===== src/rtl/lp_reset_timer_pkg.sv =====
package lp_reset_timer_pkg;
  typedef enum logic [1:0] {
    ST_IDLE  = 2'd0,
    ST_HOLD  = 2'd1,
    ST_PULSE = 2'd2,
    ST_WAIT  = 2'd3
  } lp_state_e;
endpackage


===== src/rtl/lp_sync.sv =====
module lp_sync #(
  parameter int unsigned STAGES  = 2,
  parameter logic        RST_VAL = 1'b0
) (
  input  logic clk_i,
  input  logic rst_ni,
  input  logic d_i,
  output logic q_o
);
  logic [STAGES-1:0] sr_q;

  always_ff @(posedge clk_i or negedge rst_ni) begin
    if (!rst_ni) sr_q <= {STAGES{RST_VAL}};
    else         sr_q <= {sr_q[STAGES-2:0], d_i};
  end

  assign q_o = sr_q[STAGES-1];
endmodule


===== src/rtl/lp_mode_latch.sv =====
module lp_mode_latch (
  input  logic clk_i,
  input  logic rst_ni,
  input  logic btn_low_i,
  input  logic sel_i,
  output logic test_mode_o
);
  // select is tracked only while the button is released
  always_ff @(posedge clk_i or negedge rst_ni) begin
    if (!rst_ni)         test_mode_o <= 1'b0;
    else if (!btn_low_i) test_mode_o <= sel_i;
  end
endmodule


===== src/rtl/lp_hold_fsm.sv =====
module lp_hold_fsm
  import lp_reset_timer_pkg::*;
#(
  parameter int unsigned HOLD_CYC  = 245760,
  parameter int unsigned PULSE_CYC = 13107
) (
  input  logic clk_i,
  input  logic rst_ni,
  input  logic btn_low_i,
  input  logic test_mode_i,
  output logic pull_o
);
  localparam int unsigned MAX_CYC = (HOLD_CYC > PULSE_CYC) ? HOLD_CYC : PULSE_CYC;
  localparam int unsigned CNT_W   = $clog2(MAX_CYC + 1);
  localparam logic [CNT_W-1:0] HOLD_LAST  = CNT_W'(HOLD_CYC - 1);
  localparam logic [CNT_W-1:0] PULSE_LAST = CNT_W'(PULSE_CYC - 1);

  lp_state_e        state_q, state_d;
  logic [CNT_W-1:0] cnt_q, cnt_d;

  always_comb begin
    state_d = state_q;
    cnt_d   = cnt_q;
    unique case (state_q)
      ST_IDLE: begin
        cnt_d = '0;
        if (btn_low_i) begin
          if (test_mode_i) state_d = ST_PULSE;
          else begin
            state_d = ST_HOLD;
            cnt_d   = CNT_W'(1);
          end
        end
      end
      ST_HOLD: begin
        if (!btn_low_i) begin
          state_d = ST_IDLE;
          cnt_d   = '0;
        end else if (test_mode_i || cnt_q == HOLD_LAST) begin
          state_d = ST_PULSE;
          cnt_d   = '0;
        end else begin
          cnt_d = cnt_q + CNT_W'(1);
        end
      end
      ST_PULSE: begin
        if (cnt_q == PULSE_LAST) begin
          state_d = btn_low_i ? ST_WAIT : ST_IDLE;
          cnt_d   = '0;
        end else begin
          cnt_d = cnt_q + CNT_W'(1);
        end
      end
      ST_WAIT: begin
        cnt_d = '0;
        if (!btn_low_i) state_d = ST_IDLE;
      end
      default: begin
        state_d = ST_IDLE;
        cnt_d   = '0;
      end
    endcase
  end

  always_ff @(posedge clk_i or negedge rst_ni) begin
    if (!rst_ni) begin
      state_q <= ST_IDLE;
      cnt_q   <= '0;
    end else begin
      state_q <= state_d;
      cnt_q   <= cnt_d;
    end
  end

  assign pull_o = (state_q == ST_PULSE);
endmodule


===== src/rtl/lp_reset_timer.sv =====
module lp_reset_timer #(
  parameter int unsigned HOLD_CYC    = 245760,
  parameter int unsigned PULSE_CYC   = 13107,
  parameter int unsigned SYNC_STAGES = 2
) (
  input  logic clk_i,
  input  logic rst_ni,
  input  logic btn_ni,
  input  logic test_sel_i,
  output logic rst_pull_o
);
  logic btn_s;
  logic btn_low;
  logic sel_s;
  logic test_mode;

  lp_sync #(.STAGES(SYNC_STAGES), .RST_VAL(1'b1)) u_btn_sync (
    .clk_i (clk_i),
    .rst_ni(rst_ni),
    .d_i   (btn_ni),
    .q_o   (btn_s)
  );

  lp_sync #(.STAGES(SYNC_STAGES), .RST_VAL(1'b0)) u_sel_sync (
    .clk_i (clk_i),
    .rst_ni(rst_ni),
    .d_i   (test_sel_i),
    .q_o   (sel_s)
  );

  assign btn_low = ~btn_s;

  lp_mode_latch u_mode (
    .clk_i      (clk_i),
    .rst_ni     (rst_ni),
    .btn_low_i  (btn_low),
    .sel_i      (sel_s),
    .test_mode_o(test_mode)
  );

  lp_hold_fsm #(.HOLD_CYC(HOLD_CYC), .PULSE_CYC(PULSE_CYC)) u_fsm (
    .clk_i      (clk_i),
    .rst_ni     (rst_ni),
    .btn_low_i  (btn_low),
    .test_mode_i(test_mode),
    .pull_o     (rst_pull_o)
  );
endmodule


===== config.mk =====
export PLATFORM = sky130hd
export DESIGN_NAME = lp_reset_timer
export DESIGN_NICKNAME = d
export VERILOG_FILES = /design/src/rtl/lp_reset_timer_pkg.sv /design/src/rtl/lp_sync.sv /design/src/rtl/lp_mode_latch.sv /design/src/rtl/lp_hold_fsm.sv /design/src/rtl/lp_reset_timer.sv
export SDC_FILE = /design/constraint.sdc
export NUM_CORES = 1
export LEC_CHECK = 0
export ABC_AREA = 1
export BUFFER_PORTS_ARGS = -buffer_cell sky130_fd_sc_hd__buf_2
export CORE_MARGIN = 2
export CORE_UTILIZATION = 45
export DETAILED_ROUTE_END_ITERATION = 16
export PLACE_DENSITY = 0.59
export SLEW_MARGIN = 0
export SYNTH_ARGS = -nofsm -noshare
export SYNTH_HDL_FRONTEND = slang
export SYNTH_SLANG_ARGS = --single-unit

===== constraint.sdc =====
create_clock -name clk_i -period 1.8 [get_ports clk_i]
set_clock_uncertainty 0.15 [all_clocks]
set_input_delay 0 -clock clk_i [delete_from_list [all_inputs] [get_ports clk_i]]
set_output_delay 0 -clock clk_i [all_outputs]
set_load 0.005 [all_outputs]

==> reports/summary.txt <==
Outcome -> completed
Rows -> 19
Avg Cell Area, Syn -> 8.08 µm²
Hold Violations, Final -> 0
Antenna cells -> 0
Routed wire length -> 2480 µm
Minimum clock period -> 1.69 ns
CP delay by family, top -> simple AND/OR/NAND/NOR gates
Cell count of the worst reg-to-reg path -> 8
Main flop type after synthesis -> dfrtp_1
Io pins -> 5
MaxCap Viol Count -> 0
Slew @ Worst Pin -> 0.532 ns
CP endpoint -> u_fsm.cnt_q[6]
DIE AREA -> 3390 µm²
Dominant combinational cell family by area after synthesis -> simple AND/OR/NAND/NOR gates
Critical path depth in cells -> 8
Synth Warn # -> 0
Layout cells sized above 1 -> 0.130
Drc violations -> 0
Simple-gate share of the synthesized area -> 0.307
Skew-Pair Late Insertion Delay -> 0.31 ns
CP startpoint kind -> register
Final hold slack -> 0.0266 ns
Largest cells by area after synthesis -> dfrtp_1, nor2_1, nand2_1
FILL cells -> 265
Routed Antenna Nets -> 0
Critical path type -> reg2reg
XOR/XNOR Fraction of Synth Area -> 0.0925
First-pass GRT wire length -> 4130 µm
Gate Count Post-Synth -> 164
CP Capture Type -> register
Initial antenna violation count -> 0
H-tree Lvls -> 1
Syn Nets -> 170
Setup tns final -> 0 ns
Crit. Startpoint -> u_fsm.cnt_q[1]
FF+latch area -> 629 µm²
Post-synth top cells -> nor2_1, nand2_1, dfrtp_1, inv_1, xor2_1
Mux contribution to synthesized area -> 0
# Post-CTS Setup Buffers -> 0
Most frequent cell after synthesis -> nor2_1
Synth Cell Area -> 1330 µm²
Final GP Congestion -> 0.840
Top cell type's share of synthesized area -> 0.434
Compound-Gate Fraction of Synth Area -> 0.0387
Via Count -> 1015
Clk pin slew, worst setup/hold paths -> 0.13 ns
Slew headroom -> 0.646
Final setup viols -> 0
PwrDens -> 883 nW/µm²
Crit Path Max Fanout -> 8
Drt wl/cell -> 11.9 µm
Yosys top cell by area -> dfrtp_1
Adder-cell share of the synthesized area -> 0.0189
Post-synthesis sequential area ratio -> 0.474
Yosys reg bits -> 25
DPL Wire Length -> 1760 µm
Leakage -> 0.667 nW
Clock Tree Root -> clkbuf_4
Die H -> 58.3 µm
CTS tree -> done
Core Box Area -> 2780 µm²
Initial Util -> 0.476
Final-report max-slew violation count -> 0
Fin crit share -> 0.937
Placed cell area -> 1380 µm²
HP Class -> in2async
Worst Path Arrival -> 1.75 ns
Clock Tree Buf Depth -> 2
Die extent in x -> 58.3 µm
Overflow after GRT -> 0
CTS Buf Count -> 3
Worst R2R End -> u_fsm.cnt_q[6]
Fin nets -> 184
Number of global-route vias before repair -> 958
Pre-antenna DRT Iters -> 4
CP required -> 1.87 ns
Routed vias/inst -> 4.88
DRT iter0 DRCs -> 27
Reg2reg setup slack -> 0.11 ns
Largest net degree at the start of global routing -> 26
Peak supply drop -> 0.727 mV
Reg2reg start -> u_fsm.cnt_q[1]
Area Growth Syn to Fin -> 11.3%
Worst-path cell chain -> ha_4 -> nand3_2 -> nor2_4 -> nand2_2 -> o21ai_4 -> nand2_4 -> inv_4 -> nor2_1
Crit path max-delay cell type -> dfrtp_1
RSZ-0062 raised after global routing -> false
Post-synth EDFFs -> 0
Critical path buffers and inverters -> 1
Final instance area -> 1480 µm²
Final Util -> 0.530
Area of the multi-input gates -> 628 µm²
Netlist cell types -> 22
Total GRT Usage -> 0.158
Clock sinks -> 25
Maximum clock rate -> 593 MHz
Asr flop ratio synth -> 1.00
Port Buf Inserts -> 4
CP max stage delay -> 0.47 ns
## layer usage
| layer | up-vias | GRT usage | part of all wire |
|---|---|---|---|
| li1 | 531 | - | - |
| met1 | 471 | 0.231 | 0.52 |
| met2 | 11 | 0.238 | 0.45 |
| met3 | 2 | 0.0201 | 0.025 |
| met4 | 0 | 0.0598 | 0.0040 |
| met5 | - | 0 | 0 |
## worst register-to-register path: cells and delay by family, from the launching register on
family	cells	cell delay, ns
AND/OR/NAND/NOR	5	0.48
flip-flops	1	0.47
AO/OA/AOI/OAI	1	0.20
adder cells (fa/ha/maj)	1	0.18
buffers and inverters	1	0.12
## flip-flops by register name (all words and copies together) (netlist names)
| name | cells |
|---|---|
| u_fsm.cnt_q | 18 |
| u_btn_sync.sr_q | 2 |
| u_fsm.state_q | 2 |
| u_sel_sync.sr_q | 2 |
| u_mode.test_mode_o | 1 |
## worst min path at each step
stage | start | end | slack [ns] | depth (start not counted)
final | rst_ni | u_fsm.cnt_q[16] | 0.03 | 2
after global routing | rst_ni | u_fsm.cnt_q[14] | 0.07 | 2
after CTS | rst_ni | u_fsm.cnt_q[16] | 0.05 | 2
after detailed placement | rst_ni | u_fsm.cnt_q[15] | -0.13 | 1
after global placement | rst_ni | u_fsm.cnt_q[15] | -0.14 | 1
after floorplan | rst_ni | u_fsm.cnt_q[0] | -0.45 | 0
## logic make-up (layout without fill, tap and decap cells)
| family | after synthesis | after routing |
|---|---|---|
| buffers and inverters | 21 | 34 |
| and+or+nand+nor | 95 | 95 |
| AOI/OAI and AO/OA | 7 | 7 |
| xor gates and xnor gates | 14 | 14 |
| DFF | 25 | 25 |
| adders and majority gates | 2 | 2 |
## stage by stage
| stage | cells | total power [mW] | setup WS [ns] |
|---|---|---|---|
| 2_1_floorplan | 164 | 0.940 | 0.109 |
| 3_3_place_gp | 200 | 0.989 | 0.0903 |
| 3_5_place_dp | 200 | 0.997 | 0.0406 |
| 4_1_cts | 207 | 1.25 | 0.0168 |
| 5_1_grt | 208 | 1.39 | 0.0284 |
| 6_report | 208 | 1.30 | 0.113 |
## layout by cell type, fill, tap and decap left out, drive strengths merged
| master | n |
|---|---|
| nor2 | 43 |
| nand2 | 34 |
| dfrtp | 23 |
| inv | 20 |
| xor2 | 10 |
| nand3 | 9 |
| nand4 | 7 |
| buf | 6 |
| xnor2 | 4 |
| o21ai | 4 |
| clkbuf | 3 |
| dlygate4sd3 | 3 |
| dfstp | 2 |
| clkinv | 2 |
| ha | 2 |
| and3 | 1 |
| a21oi | 1 |
| o21bai | 1 |
| nor3 | 1 |
| o21a | 1 |
## area by class of cell
| type | count | area share |
|---|---|---|
| clock buffers | 3 | 0.0153 |
| clock inverters | 1 | 0.00339 |
| inverters | 20 | 0.0543 |
| multi-input cells | 118 | 0.426 |
| flip-flops and latches | 25 | 0.427 |
| well taps | 31 | 0.0263 |
| repair buffers | 9 | 0.0441 |
| repair inverters | 1 | 0.00424 |
## what timing repair did
action,CTS,global route
hold buffers,3,0
endpoints found under the setup margin,0,18
gates resized for setup,0,10
endpoints found under the hold margin,27,0
## power breakdown
group | total, mW | switching, mW | internal [mW]
combinational | 0.379 | 0.253 | 0.126
sequential | 0.678 | 0.0622 | 0.616
clock | 0.246 | 0.162 | 0.0831
(Power assumes the default switching activity.)
